`src/rtl/wpr_pkg.sv`:
```
package wpr_pkg;

  // Colour model codes held in an attribute entry
  typedef enum logic [1:0] {
    CM_RGB24 = 2'd0,
    CM_RGB12 = 2'd1,
    CM_IDX8  = 2'd2,
    CM_RSVD  = 2'd3
  } cmodel_e;

  // Attribute entry, MSB first: opaque overlay, overlay buffer,
  // fast-clear set, colour model, image buffer
  typedef struct packed {
    logic       ovl_solid;
    logic       ovl_buf;
    logic [1:0] fc_set;
    cmodel_e    cmodel;
    logic       img_buf;
  } wid_entry_t;

  localparam int ENTRY_W = $bits(wid_entry_t);
  localparam int FC_SETS = 3;

endpackage

```
`src/rtl/wpr_lut.sv`:
```
// Synchronous-read attribute table, written so that block RAM can be inferred
module wpr_lut #(
  parameter int DEPTH = 64,
  parameter int WIDTH = 7,
  localparam int AW = $clog2(DEPTH)
) (
  input  logic             clk,
  input  logic             we,
  input  logic [AW-1:0]    waddr,
  input  logic [WIDTH-1:0] wdata,
  input  logic [AW-1:0]    raddr,
  output logic [WIDTH-1:0] rdata
);

  logic [WIDTH-1:0] mem [DEPTH];

  always_ff @(posedge clk) begin
    if (we) mem[waddr] <= wdata;
  end

  always_ff @(posedge clk) begin
    rdata <= mem[raddr];
  end

endmodule

```
`src/rtl/wpr_bgregs.sv`:
```
// Background colour registers, one per fast-clear set
module wpr_bgregs #(
  parameter int PIX_W   = 24,
  parameter int ADDR_W  = 7,
  parameter int NSETS   = 3,
  parameter int BG_BASE = 80
) (
  input  logic                   clk,
  input  logic                   rst,
  input  logic                   cfg_we,
  input  logic [ADDR_W-1:0]      cfg_addr,
  input  logic [PIX_W-1:0]       cfg_data,
  output logic [NSETS*PIX_W-1:0] bg_flat
);

  for (genvar k = 1; k <= NSETS; k++) begin : g_bg
    localparam logic [ADDR_W-1:0] SLOT = ADDR_W'(BG_BASE + k);
    logic [PIX_W-1:0] color;
    always_ff @(posedge clk) begin
      if (rst) color <= '0;
      else if (cfg_we && cfg_addr == SLOT) color <= cfg_data;
    end
    assign bg_flat[(k-1)*PIX_W +: PIX_W] = color;
  end

endmodule

```
`src/rtl/wpr_compose.sv`:
```
// Combinational pixel composition: buffer, colour model, fast clear, overlay
module wpr_compose
  import wpr_pkg::*;
#(
  parameter int PIX_W = 24,
  parameter int OVL_W = 4,
  parameter int IDX_W = 8,
  parameter int NSETS = 3,
  localparam int CH_W  = PIX_W / 3,
  localparam int NIB_W = CH_W / 2
) (
  input  wid_entry_t             entry,
  input  logic [PIX_W-1:0]       img_a,
  input  logic [PIX_W-1:0]       img_b,
  input  logic [OVL_W-1:0]       ovl_a,
  input  logic [OVL_W-1:0]       ovl_b,
  input  logic [NSETS-1:0]       fc_valid,
  input  logic [NSETS*PIX_W-1:0] bg_flat,
  output logic [PIX_W-1:0]       pix,
  output logic                   is_index
);

  logic [PIX_W-1:0] img_sel;
  logic [PIX_W-1:0] wide12;
  logic [PIX_W-1:0] model_pix;
  logic             model_idx;
  logic [PIX_W-1:0] bg_sel;
  logic             fc_hit;
  logic [OVL_W-1:0] ovl_sel;

  assign img_sel = entry.img_buf ? img_b : img_a;
  assign ovl_sel = entry.ovl_buf ? ovl_b : ovl_a;

  // Nibble replication: each compact channel fills both halves of its byte
  for (genvar c = 0; c < 3; c++) begin : g_wide
    assign wide12[c*CH_W +: CH_W] = {img_sel[c*NIB_W +: NIB_W], img_sel[c*NIB_W +: NIB_W]};
  end

  always_comb begin
    model_idx = 1'b0;
    unique case (entry.cmodel)
      CM_RGB12: model_pix = wide12;
      CM_IDX8: begin
        model_pix = {{(PIX_W-IDX_W){1'b0}}, img_sel[IDX_W-1:0]};
        model_idx = 1'b1;
      end
      default:  model_pix = img_sel;
    endcase
  end

  always_comb begin
    bg_sel = '0;
    fc_hit = 1'b0;
    for (int k = 1; k <= NSETS; k++) begin
      if (int'(entry.fc_set) == k) begin
        bg_sel = bg_flat[(k-1)*PIX_W +: PIX_W];
        fc_hit = !fc_valid[k-1];
      end
    end
  end

  always_comb begin
    if (entry.ovl_solid) begin
      pix      = {{(PIX_W-OVL_W){1'b0}}, ovl_sel};
      is_index = 1'b1;
    end else if (fc_hit) begin
      pix      = bg_sel;
      is_index = 1'b0;
    end else begin
      pix      = model_pix;
      is_index = model_idx;
    end
  end

endmodule

```
`src/rtl/wid_pixel_resolver.sv`:
```
module wid_pixel_resolver
  import wpr_pkg::*;
#(
  parameter int P_W    = 6,
  parameter int Q_W    = 4,
  parameter int PIX_W  = 24,
  parameter int OVL_W  = 4,
  parameter int IDX_W  = 8,
  parameter int ADDR_W = 7,
  localparam int WID_W   = P_W + Q_W,
  localparam int P_DEPTH = 1 << P_W,
  localparam int Q_DEPTH = 1 << Q_W,
  localparam int BG_BASE = P_DEPTH + Q_DEPTH
) (
  input  logic               clk,
  input  logic               rst,
  input  logic               cfg_we,
  input  logic [ADDR_W-1:0]  cfg_addr,
  input  logic [PIX_W-1:0]   cfg_data,
  input  logic               pix_valid,
  input  logic [WID_W-1:0]   wid,
  input  logic [PIX_W-1:0]   img_a,
  input  logic [PIX_W-1:0]   img_b,
  input  logic [OVL_W-1:0]   ovl_a,
  input  logic [OVL_W-1:0]   ovl_b,
  input  logic [FC_SETS-1:0] fc_valid,
  output logic               out_valid,
  output logic [PIX_W-1:0]   out_pix,
  output logic               out_is_index
);

  localparam logic [ADDR_W-1:0] Q_LO = ADDR_W'(P_DEPTH);
  localparam logic [ADDR_W-1:0] Q_HI = ADDR_W'(BG_BASE);

  // Configuration decode
  logic p_we, q_we;
  assign p_we = cfg_we && (cfg_addr < Q_LO);
  assign q_we = cfg_we && (cfg_addr >= Q_LO) && (cfg_addr < Q_HI);

  // Window code fields
  logic [Q_W-1:0] q_code;
  logic [P_W-1:0] p_code;
  assign q_code = wid[WID_W-1:P_W];
  assign p_code = wid[P_W-1:0];

  // Stage 1: table read and pixel data alignment
  logic [ENTRY_W-1:0] p_rd, q_rd;

  wpr_lut #(.DEPTH(P_DEPTH), .WIDTH(ENTRY_W)) u_ptab (
    .clk   (clk),
    .we    (p_we),
    .waddr (cfg_addr[P_W-1:0]),
    .wdata (cfg_data[ENTRY_W-1:0]),
    .raddr (p_code),
    .rdata (p_rd)
  );

  wpr_lut #(.DEPTH(Q_DEPTH), .WIDTH(ENTRY_W)) u_qtab (
    .clk   (clk),
    .we    (q_we),
    .waddr (cfg_addr[Q_W-1:0]),
    .wdata (cfg_data[ENTRY_W-1:0]),
    .raddr (q_code),
    .rdata (q_rd)
  );

  logic               s1_valid;
  logic               s1_qsel;
  logic [PIX_W-1:0]   s1_img_a, s1_img_b;
  logic [OVL_W-1:0]   s1_ovl_a, s1_ovl_b;
  logic [FC_SETS-1:0] s1_fc;

  always_ff @(posedge clk) begin
    if (rst) s1_valid <= 1'b0;
    else     s1_valid <= pix_valid;
  end

  always_ff @(posedge clk) begin
    s1_qsel  <= (q_code != '0);
    s1_img_a <= img_a;
    s1_img_b <= img_b;
    s1_ovl_a <= ovl_a;
    s1_ovl_b <= ovl_b;
    s1_fc    <= fc_valid;
  end

  wid_entry_t s1_entry;
  assign s1_entry = wid_entry_t'(s1_qsel ? q_rd : p_rd);

  // Background colours
  logic [FC_SETS*PIX_W-1:0] bg_flat;

  wpr_bgregs #(
    .PIX_W(PIX_W), .ADDR_W(ADDR_W), .NSETS(FC_SETS), .BG_BASE(BG_BASE)
  ) u_bg (
    .clk      (clk),
    .rst      (rst),
    .cfg_we   (cfg_we),
    .cfg_addr (cfg_addr),
    .cfg_data (cfg_data),
    .bg_flat  (bg_flat)
  );

  // Stage 2: compose and register
  logic [PIX_W-1:0] c_pix;
  logic             c_idx;

  wpr_compose #(
    .PIX_W(PIX_W), .OVL_W(OVL_W), .IDX_W(IDX_W), .NSETS(FC_SETS)
  ) u_comp (
    .entry    (s1_entry),
    .img_a    (s1_img_a),
    .img_b    (s1_img_b),
    .ovl_a    (s1_ovl_a),
    .ovl_b    (s1_ovl_b),
    .fc_valid (s1_fc),
    .bg_flat  (bg_flat),
    .pix      (c_pix),
    .is_index (c_idx)
  );

  always_ff @(posedge clk) begin
    if (rst) begin
      out_valid    <= 1'b0;
      out_pix      <= '0;
      out_is_index <= 1'b0;
    end else begin
      out_valid <= s1_valid;
      if (s1_valid) begin
        out_pix      <= c_pix;
        out_is_index <= c_idx;
      end
    end
  end

endmodule

```
`config.mk`:
```
export PLATFORM = sky130hd
export DESIGN_NAME = wid_pixel_resolver
export DESIGN_NICKNAME = d
export VERILOG_FILES = /design/src/rtl/wpr_pkg.sv /design/src/rtl/wpr_lut.sv /design/src/rtl/wpr_bgregs.sv /design/src/rtl/wpr_compose.sv /design/src/rtl/wid_pixel_resolver.sv
export SDC_FILE = /design/constraint.sdc
export NUM_CORES = 1
export LEC_CHECK = 0
export BUFFER_PORTS_ARGS = -buffer_cell sky130_fd_sc_hd__clkbuf_2
export CAP_MARGIN = 20
export CORE_MARGIN = 2
export CORE_UTILIZATION = 47
export CTS_CLUSTER_DIAMETER = 80
export DETAILED_ROUTE_END_ITERATION = 16
export GPL_TIMING_DRIVEN = 0
export REMOVE_ABC_BUFFERS = 1
export SLEW_MARGIN = 15
export SYNTH_ARGS = -nofsm -noshare
export SYNTH_HDL_FRONTEND = slang
export SYNTH_SLANG_ARGS = --single-unit
```
`constraint.sdc`:
```
create_clock -name clk -period 2.6 [get_ports clk]
set_input_delay 0.39 -clock clk [delete_from_list [all_inputs] [get_ports clk]]
set_output_delay 0.39 -clock clk [all_outputs]
set_load 0.01 [all_outputs]
```
==> summary.md, run 1 <==
| Metric | Value |
|---|---|
| Core area | 0.0590 mm² |
| Crit path launch type | input port |
| Final Skew | 27.4 ps |
| Clk sinks | 733 |
| Placer Congestion | 0.761 |
| Yosys reg bits | 733 |
| Final min period | 2520 ps |
| Root buffer cell | clkbuf_16 |
| Post-DP HPWL | 38700 µm |
| Rows | 89 |
| Main synth FF type | edfxtp_1 |
| Antenna-violating nets left | 0 |
| P per Cell Area | 768 mW/mm² |
| Hold Crit Class | input port to flop |
| Pre-antenna DRT Iters | 5 |
| CP required | 2990 ps |
| DR iter-0 viols | 1342 |
| Cell Area, Placed | 0.0296 mm² |
| CP peak stage delay | 560 ps |
| DR WL/cell | 23.9 µm |
| GR Overflow Total | 0 |
| Netlist Area Pre-Place | 0.0280 mm² |
| Tot GR Track Use | 0.210 |
| Crit path buffers/inverters | 2 |
| DR vias | 15200 |
| Worst path cell trace | clkbuf_8, buf_16, mux4_2, o22ai_1, o31ai_1, o2111ai_1, o211ai_1 |
| Global-route wire length before repair | 95200 µm |
| Critical path class | input port to flop |
| Critical-path top delay cell | mux4_2 |
| Pleak | 0.0109 µW |
| Setup Viol. Count Final | 0 |
| Max VDD drop | 0.670 mV |
| Syn avg cell area | 17.1 µm² |
| Final net count | 1944 |
| Initial Util | 0.475 |
| Register area share after synthesis | 0.723 |
| DR vias/cell | 5.69 |
| Cell count after synthesis | 1635 |
| Area grow syn2layout | 17.4% |
| Clock Latency Late Sink | 610 ps |
| Final Cell Area | 0.0329 mm² |
| Final Cycle Share | 0.967 |
| WP data arrival | 2900 ps |
| Final Slew Violations | 0 |
| Fmax | 398 MHz |
| H-Tree Depth | 3 |
| Worst-path maximum fanout | 52 |
| CTS tree | built |
| RSZ-0062 raised after global routing | no |
| Max Cap Viol | 0 |
| Final Hold Violating Endpoints | 0 |
| Synth cell types | 54 |
| Worst-Margin Slew | 1060 ps |
| Clock buffer depth | 3 |
| Chip Height | 248 µm |
| Fraction of registers with async set/reset | 0 |
| Top cell family by delay on the critical path | compound AO/OA/AOI/OAI gates |
| DRT Wirelength | 63900 µm |
| Largest net degree at the start of global routing | 79 |
| Clock Pin Slew Worst Setup and Hold Paths | 60 ps |
| Count of warnings emitted by yosys | 0 |
| Slew HR | 0.281 |
| Share of cells above drive strength 1 | 0.233 |
| Antenna violations before repair | 2 |
| PortBufs | 129 |
| Num ports | 130 |
| Die width | 248 µm |
| Total CTS buffers | 77 |
| Crit path capture type | flop |
| Post-synth EDFFs | 560 |
| Status | completed |
| DRC Markers | 0 |
| Die footprint | 0.0616 mm² |
| Vias in the first global route | 15200 |
| Finished Core Util | 0.558 |
==> power breakdown <==
| group | leakage, µW | switching [µW] | internal [µW] | total, µW |
|---|---|---|---|---|
| clock | 0.00122 | 4410 | 6430 | 10800 |
| combinational | 0.00321 | 953 | 708 | 1660 |
| sequential | 0.00646 | 60.8 | 12700 | 12800 |
| total | 0.0109 | 5430 | 19900 | 25300 |
==> metal layers <==
layer / part of all wire / vias up / GRT usage
met5: 0.00036 / - / 0
met4: 0.017 / 4 / 0.0522
met3: 0.064 / 72 / 0.0443
met2: 0.50 / 473 / 0.342
met1: 0.42 / 7870 / 0.291
li1: - / 6806 / -
==> Yosys cell counts, types with 2 or more instances <==
| cell type | instances | area share |
|---|---|---|
| a21oi_1 | 81 | 0.014 |
| buf_4 | 13 | 0.0035 |
| nand3_1 | 11 | 0.0020 |
| inv_1 | 5 | 0.00067 |
| o21ai_1 | 7 | 0.0012 |
| buf_1 | 2 | 0.00027 |
| nor3_1 | 14 | 0.0025 |
| buf_2 | 28 | 0.0050 |
| o32ai_1 | 6 | 0.0019 |
| ha_1 | 2 | 0.00089 |
| o211ai_1 | 10 | 0.0027 |
| o2bb2ai_1 | 12 | 0.0037 |
| nor3b_1 | 3 | 0.00080 |
| a221o_1 | 3 | 0.0011 |
| o221ai_1 | 9 | 0.0028 |
| nand2_1 | 190 | 0.025 |
| mux2_2 | 11 | 0.0044 |
| nor2b_1 | 9 | 0.0020 |
| and3_1 | 2 | 0.00045 |
| mux2i_4 | 2 | 0.0016 |
| clkbuf_1 | 48 | 0.0064 |
| a32o_1 | 8 | 0.0029 |
| nand2b_1 | 8 | 0.0018 |
| a31oi_1 | 3 | 0.00067 |
| nand3b_1 | 3 | 0.00080 |
| and2_0 | 2 | 0.00045 |
| nor2_1 | 103 | 0.014 |
| or3_1 | 2 | 0.00045 |
| dfxtp_1 | 173 | 0.12 |
| mux2i_1 | 86 | 0.031 |
| edfxtp_1 | 560 | 0.60 |
| o31ai_1 | 2 | 0.00054 |
| mux4_2 | 153 | 0.12 |
| and3b_1 | 2 | 0.00063 |
| buf_6 | 6 | 0.0024 |
| and2_1 | 4 | 0.00089 |
| o21ai_0 | 9 | 0.0016 |
| a211oi_1 | 6 | 0.0016 |
| o22ai_1 | 20 | 0.0045 |
| or3b_2 | 2 | 0.00063 |
| a22oi_1 | 2 | 0.00054 |
==> cell usage in the layout, fill, tap and decap left out, drive strengths merged, types with 15 or more instances in the layout <==
master | synthesis | layout
nor3 | 15 | 15
a21oi | 81 | 81
mux4 | 153 | 153
dfxtp | 173 | 173
buf | 50 | 25
nand2 | 190 | 190
clkbuf | 48 | 237
o21ai | 16 | 16
clkinv | 1 | 25
dlygate4sd3 | 0 | 67
nor2 | 103 | 103
o22ai | 21 | 22
mux2i | 89 | 90
edfxtp | 560 | 560
==> sequential cells by signal, summed over array words and instances (netlist names), 3 cells and up <==
register / flops
u_ptab.mem: 448
u_qtab.mem: 112
u_bg.g_bg.color: 72
out_pix: 24
s1_img_a: 24
s1_img_b: 24
u_ptab.rdata: 7
u_qtab.rdata: 7
s1_ovl_a: 4
s1_ovl_b: 4
s1_fc: 3
==> what timing repair did <==
item,in CTS,in global routing
resized for setup,5,1
pin swaps,1,0
hold buffers,67,0
cloned,2,0
endpoints found under the setup margin,25,7
hold endpoints to repair,71,0
buffers inserted,6,0
==> worst register-to-register path, cell delays in order (launching register included) <==
cell	delay (ps)
dfxtp_4	490
mux2i_4	360
buf_16	210
mux2_2	440
o22a_4	330
a211oi_1	380
o32ai_1	120
==> kinds of logic (layout without fill, tap and decap cells) <==
family	count (synthesis)	in the layout	share of synthesized area
compound gates	185	186	0.0431
fa+ha+maj	2	2	0.000893
buf+inv	104	369	0.0189
flops	733	733	0.723
mux	253	254	0.160
other cells	0	1	0
simple gates	358	358	0.0534
==> path summary, 6_finish.rpt <==
check | start | endpoint | slack (ps) | depth (start not counted)
worst max-delay path | wid[0] | u_ptab.rdata[5] | 80 | 7
worst min-delay path | cfg_data[7] | u_bg.g_bg[2].color[7] | 30 | 3
worst max register to register | s1_qsel | out_pix[1] | 130 | 6
worst min register to register | out_pix[19] | out_pix[19] | 450 | 2
==> area by class of cell <==
cell class / instances / area (µm²)
repair buffers: 220 / 1820
multi-input cells: 800 / 7300
clock buffers: 109 / 2170
clock inverters: 34 / 344
fillers: 4509 / 26100
flip-flops and latches: 733 / 20300
diodes: 1 / 2.50
well taps: 773 / 967
inverters: 6 / 23.8
==> through the flow <==
| stage | hold WS (ps) | worst slack [ps] | cells | power, µW | setup TNS [ps] |
|---|---|---|---|---|---|
| after floorplan | 418 | -532 | 1537 | 13700 | -9380 |
| after global placement | 438 | -3030 | 2439 | 14500 | -113390 |
| after detailed placement | 443 | -910 | 2456 | 14500 | -54270 |
| after CTS | 0.684 | 17.3 | 2674 | 25500 | 0 |
| after global routing | 23.3 | 28.8 | 2675 | 26100 | 0 |
| final | 32.2 | 84.8 | 2676 | 25300 | 0 |
Note: power is estimated with default switching activity, not from simulation.
==> run 2, diff against run 1 <==
CORE_UTILIZATION = 60   (was 47)
PLACE_DENSITY = 0.78   (was default)
==> run 2 against run 1 <==
Compared with the run above:
- setup slack better by 77 ps
- power is 0.58% lower
- critical path depth down 3
- sequential power is essentially flat
- sequential share of layout area is 0.74 points higher
- clock skew is 3.5 ps lower
==> summary.md, run 2 (synthesis results as in run 1) <==
| Metric | Value |
|---|---|
| Final Skew | 24.0 ps (-3.45 ps) |
| DRC Markers | 0 (unchanged) |
| Total CTS buffers | 73 (-5.2%) |
| Reg2reg start | s1_qsel |
| Crit path launch type | input port |
| Clk sinks | 733 (unchanged) |
| Clock power frac | 0.426 (-0.003) |
| PnR worst setup slack | 162 ps (+77.3 ps) |
| R2R Setup Slk | 170 ps (+40 ps) |
| Final min period | 2440 ps (-77.3 ps) |
| DR vias | 15900 (+4.6%) |
| Die footprint | 0.0485 mm² (-21%) |
| Setup Viol. Count Final | 0 (unchanged) |
| Critical path class | input port to flop |
| Worst hold endpoint | s1_valid |
| Final Slew Violations | 0 (unchanged) |
| DR vias/cell | 6.39 (+12%) |
| Final Hold Violating Endpoints | 0 (unchanged) |
| Largest register FFs | 448 (unchanged) |
| FF-to-FF End | out_pix[3] |
| Fin cells | 2491 (-6.9%) |
| Clock buffer depth | 3 (unchanged) |
| Antenna-violating nets left | 0 (unchanged) |
| Placer Congestion | 0.781 (+2.6%) |
| Rows | 79 (-11%) |
| Pleak | 0.0108 µW (-0.71%) |
| Final net count | 1929 (-0.77%) |
| Initial Util | 0.605 (+0.130) |
| Comb pwr share | 0.066 (about the same) |
| Area grow syn2layout | 16.0% |
| Pre-antenna DRT Iters | 5 (unchanged) |
| Most common cell after layout, fill and taps aside | edfxtp_1 |
| Antenna violations before repair | 1 (-1) |
| GR Overflow Total | 0 (unchanged) |
| Fill count | 2695 (-40%) |
| P per Cell Area | 773 mW/mm² (+0.62%) |
| P_int | 19800 µW (-0.50%) |
| WP data arrival | 2660 ps (-240 ps) |
| Largest registers | u_ptab.mem x448, u_qtab.mem x112, u_bg.g_bg.color x72 |
| Core area | 0.0464 mm² (-21%) |
| RSZ-0062 raised after global routing | no |
| Hold Crit Class | input port to flop |
| Clock Latency Late Sink | 610 ps (about the same) |
| Vias in the first global route | 16000 (+4.7%) |
| Slew HR | 0.276 (-0.00552) |
| Tot GR Track Use | 0.272 (+0.0620) |
| Flop pwr share | 0.508 (+0.003) |
| Post-DP HPWL | 37300 µm (-3.6%) |
| CTS tree | built |
| Clock Pin Slew Worst Setup and Hold Paths | 60 ps (about the same) |
| Largest net degree at the start of global routing | 84 (+6.3%) |
| Most frequent cells in the layout | 560 x edfxtp_1, 189 x nand2_1, 172 x dfxtp_1 |
| Worst hold start | pix_valid |
| Psw | 5380 µW (-0.87%) |
| Root buffer cell | clkbuf_16 |
| Max VDD drop | 0.628 mV (-6.2%) |
| Num ports | 130 (unchanged) |
| DR iter-0 viols | 1943 (+45%) |
| Worst-path maximum fanout | 8 (-85%) |
| Pre-CTS setup slack | -809 ps (+100 ps) |
| Die width | 220 µm (-11%) |
| Crit path capture type | flop |
| CP required | 2820 ps (-170 ps) |
| Reg2reg path depth | 6 (unchanged) |
| Sw Share | 0.214 (-0.000614) |
| PortBufs | 129 (unchanged) |
| Max Cap Viol | 0 (unchanged) |
| Final Cycle Share | 0.938 (-0.0297) |
| Worst-Margin Slew | 1090 ps (+29.2 ps) |
| Status | completed |
| Register with the most flip-flops | u_ptab.mem |
| Placed cells | 2289 (-6.8%) |
| DR WL/cell | 26.0 µm (+8.8%) |
| DRT Wirelength | 64700 µm (+1.3%) |
| H-Tree Depth | 3 (unchanged) |
| Chip Height | 220 µm (-11%) |
| Share of cells above drive strength 1 | 0.236 (+0.00207) |
| Global-route wire length before repair | 96200 µm (+1.0%) |
| Hold depth | 2 (-1) |
| Fmax | 410 MHz (+3.2%) |
-- run 2: cell types whose count changed in the layout (fill, tap and decap cells not counted), sizes merged, moves of 2 or more --
cell         delta
dlygate4sd3     -8
clkinv          -4
clkbuf          -6
diode           +2
-- run 2: timing repair --
| action | CTS | global route |
|---|---|---|
| endpoints found under the hold margin | 59 | 0 |
| hold buffers | 59 | 0 |
| endpoints found under the setup margin | 25 | 18 |
| buffers inserted | 3 | 2 |
| gates cloned | 1 | 0 |
| resized for setup | 6 | 3 |
| pin swaps | 1 | 0 |
-- run 2: worst max-delay path: stages --
cell      delay (ps)
clkbuf_2         180
nor3b_1          510
nand3_1          660
nor2_1           900
-- run 2: per-stage QoR --
step / hold WS (ps) / TNS, ps / area (µm²) / utilization / power, µW
after global routing: 41.0 / 0 / 32500 / 0.701 / 25800
after CTS: 7.60 / 0 / 32500 / 0.700 / 25100
after global placement: 432 / -74460 / 28900 / 0.624 / 14400
after detailed placement: 441 / -29800 / 29300 / 0.633 / 14500
final: 30.2 / 0 / 32500 / 0.701 / 25100
after floorplan: 418 / -9380 / 27500 / - / 13700
-- run 2: worst max-delay path by stage --
stage                start           endpoint  depth (start not counted)
4_1_cts            s1_qsel         out_pix[3]                          6
2_1_floorplan      s1_qsel        out_pix[10]                          5
5_1_grt             wid[0]    u_ptab.rdata[5]                          7
3_5_place_dp       s1_qsel         out_pix[8]                          7
6_report       cfg_addr[2]  u_ptab.mem[35][2]                          4
3_3_place_gp        wid[0]    u_ptab.rdata[1]                          6
-- run 2: final cells by class --
| type | instances | area (µm²) | area share |
|---|---|---|---|
| sequential | 733 | 20300 | 0.624 |
| multi-input combinational | 799 | 7280 | 0.224 |
| clock buffer | 104 | 2180 | 0.0670 |
| timing repair buffer | 210 | 1700 | 0.0524 |
| tap | 607 | 759 | 0.0234 |
| clock inverter | 29 | 279 | 0.00858 |
| inverter | 6 | 23.8 | 0.000731 |
| antenna | 3 | 7.51 | 0.000231 |
-- run 2: power groups by stage --
stage	clock network, µW	registers, µW	logic (µW)
CTS	10800	12800	1610
global placement	0	13000	1420
detailed placement	0	13000	1490
global route	11200	12800	1750
floorplan	0	13000	726
finish	10700	12800	1660
-- run 2: per-layer routing --
metal / global-route usage / part of all wire / vias up
met4: 0.119 / 0.043 / 0
li1: - / - / 6773
met2: 0.442 / 0.50 / 895
met5: 0 / 0 / -
met1: 0.368 / 0.38 / 8077
met3: 0.0478 / 0.081 / 174
==> run 3, diff against run 2 <==
HOLD_SLACK_MARGIN = 0.1   (was default)
==> run 3 against run 2 <==
Compared with the run above:
- clock power barely moved
- sequential power barely moved
- first-iteration DRC count up 6.8%
- setup slack got worse by 12 ps
- critical path type unchanged
- global-route usage grew 0.44 points
- largest power group unchanged
- largest cell class unchanged
==> summary.md, run 3 (synthesis results as in run 1) <==
| Metric | Value |
|---|---|
| Status | completed |
| Total power | 25200 µW (+0.28%) |
| Antenna violations before repair | 1 (unchanged) |
| Max VDD drop | 0.626 mV (-0.30%) |
| Chip Height | 220 µm (unchanged) |
| Total CTS buffers | 73 (unchanged) |
| CP required | 2820 ps (about the same) |
| Reg2reg path depth | 6 (unchanged) |
| PortBufs | 129 (unchanged) |
| P per Cell Area | 770 mW/mm² (-0.37%) |
| GR Overflow Total | 0 (unchanged) |
| DR iter-0 viols | 2075 (+6.8%) |
| CTS tree | built |
| Global-route wire length before repair | 97600 µm (+1.4%) |
| Hold depth | 2 (unchanged) |
| Most common cell after layout, fill and taps aside | edfxtp_1 |
| Setup Viol. Count Final | 0 (unchanged) |
| Fill count | 2640 (-2.0%) |
| Setup TNS | 0 ps (unchanged) |
| Register with the most flip-flops | u_ptab.mem |
| Clock Latency Late Sink | 610 ps (about the same) |
| Largest registers | u_ptab.mem x448, u_qtab.mem x112, u_bg.g_bg.color x72 |
| Worst hold endpoint | s1_qsel |
| Critical-path top delay cell | nor2_1 |
| Antenna-violating nets left | 0 (unchanged) |
| Share of cells above drive strength 1 | 0.233 (-0.00248) |
| Critical path class | input port to flop |
| Area grow syn2layout | 16.7% |
| Die width | 220 µm (unchanged) |
| Max Cap Viol | 0 (unchanged) |
| Crit path buffers/inverters | 1 (unchanged) |
| Post-DP HPWL | 37300 µm (unchanged) |
| Clock Pin Slew Worst Setup and Hold Paths | 60 ps (about the same) |
| Tot GR Track Use | 0.276 (+0.00437) |
| Final Slew Violations | 0 (unchanged) |
| Worst-Margin Slew | 1100 ps (+14.8 ps) |
| Largest register FFs | 448 (unchanged) |
| Largest net degree at the start of global routing | 84 (unchanged) |
| Pre-antenna DRT Iters | 6 (+1) |
| Vias in the first global route | 16200 (+1.3%) |
| FF-to-FF End | out_pix[3] |
| Top cell family by delay on the critical path | simple AND/OR/NAND/NOR gates |
| Clk sinks | 733 (unchanged) |
| Clock buffer depth | 3 (unchanged) |
| Crit path capture type | flop |
| R2R Setup Slk | 150 ps (-20 ps) |
| Fmax | 408 MHz (-0.48%) |
| Placer Congestion | 0.781 (unchanged) |
| Worst hold start | wid[9] |
| Placed cells | 2289 (unchanged) |
| Final net count | 1949 (+1.0%) |
| DRC Markers | 0 (unchanged) |
| Final Cycle Share | 0.942 (+0.00449) |
| Num ports | 130 (unchanged) |
| DR vias/cell | 6.43 (+0.58%) |
| DR WL/cell | 26.3 µm (+1.1%) |
| H-Tree Depth | 3 (unchanged) |
| Crit path launch type | input port |
| Rows | 79 (unchanged) |
| RSZ-0062 raised after global routing | no |
| Initial Util | 0.605 (unchanged) |
| Pleak | 0.0109 µW (+0.77%) |
| Hold Crit Class | input port to flop |
| Worst-path maximum fanout | 8 (unchanged) |
| Core area | 0.0464 mm² (unchanged) |
| Worst path cell trace | clkbuf_2, nor3b_1, nand3_1, nor2_1 |
| Die footprint | 0.0485 mm² (unchanged) |
| WP data arrival | 2670 ps (about the same) |
| Reg2reg start | s1_qsel |
| Root buffer cell | clkbuf_16 |
| Fin cells | 2511 (+0.80%) |
| Final min period | 2450 ps (+11.7 ps) |
| Slew HR | 0.266 (-0.00985) |
| Final Hold Violating Endpoints | 0 (unchanged) |
| Final Skew | 23.3 ps (-0.679 ps) |
| DR vias | 16100 (+1.4%) |
| DRT Wirelength | 66000 µm (+1.9%) |
| Most frequent cells in the layout | 560 x edfxtp_1, 189 x nand2_1, 172 x dfxtp_1 |
| CP peak stage delay | 930 ps (+30 ps) |
-- run 3: worst max path at each step --
stage,from,endpoint,depth (start not counted)
6_report,cfg_addr[2],u_ptab.mem[35][6],4
5_1_grt,wid[0],u_ptab.rdata[5],7
4_1_cts,s1_qsel,out_pix[3],6
3_5_place_dp,s1_qsel,out_pix[8],7
3_3_place_gp,wid[0],u_ptab.rdata[1],6
2_1_floorplan,s1_qsel,out_pix[10],5
-- run 3: per-stage QoR --
stage,util,hold WS [ps],cell area (µm²),setup WS (ps)
floorplan,-,418,27500,-532
global placement,0.624,432,28900,-2680
detailed placement,0.633,441,29300,-809
CTS,0.704,143,32700,94.4
global route,0.706,160,32700,57.7
finish,0.706,171,32700,150
-- run 3: layout make-up --
cell class | instances | area (µm²) | share of cell area
diodes | 3 | 7.51 | 0.000229
clock buffers | 104 | 2180 | 0.0665
clock inverters | 29 | 279 | 0.00853
inverters | 6 | 23.8 | 0.000726
multi-input cells | 799 | 7280 | 0.223
flip-flops and latches | 733 | 20300 | 0.620
well taps | 607 | 759 | 0.0232
repair buffers | 230 | 1910 | 0.0584
-- run 3: power breakdown --
| part | internal [µW] | total [µW] | switching, µW | leakage (µW) |
|---|---|---|---|---|
| Combinational | 719 | 1700 | 982 | 0.00324 |
| Sequential | 12700 | 12800 | 67.0 | 0.00646 |
| Clock | 6340 | 10700 | 4380 | 0.00120 |
-- run 3: worst register-to-register path: cells and delay by family (launching register included) --
family | cells | cell delay [ps]
AOI/OAI and AO/OA | 3 | 840
muxes | 2 | 750
buffers and inverters | 1 | 220
DFF | 1 | 490
-- run 3: repair_timing --
action,in CTS,in global routing
gates cloned,1,0
resized for setup,6,3
hold endpoints to repair,115,0
hold buffers,78,0
buffers inserted,3,3
setup endpoints to repair,25,18
pin swaps,1,0
-- run 3: layer usage --
metal	part of all wire	wire length, µm	track usage
met4	0.045	2950	0.128
met3	0.086	5700	0.0480
met2	0.50	32800	0.447
met5	0	0	0
met1	0.37	24600	0.373
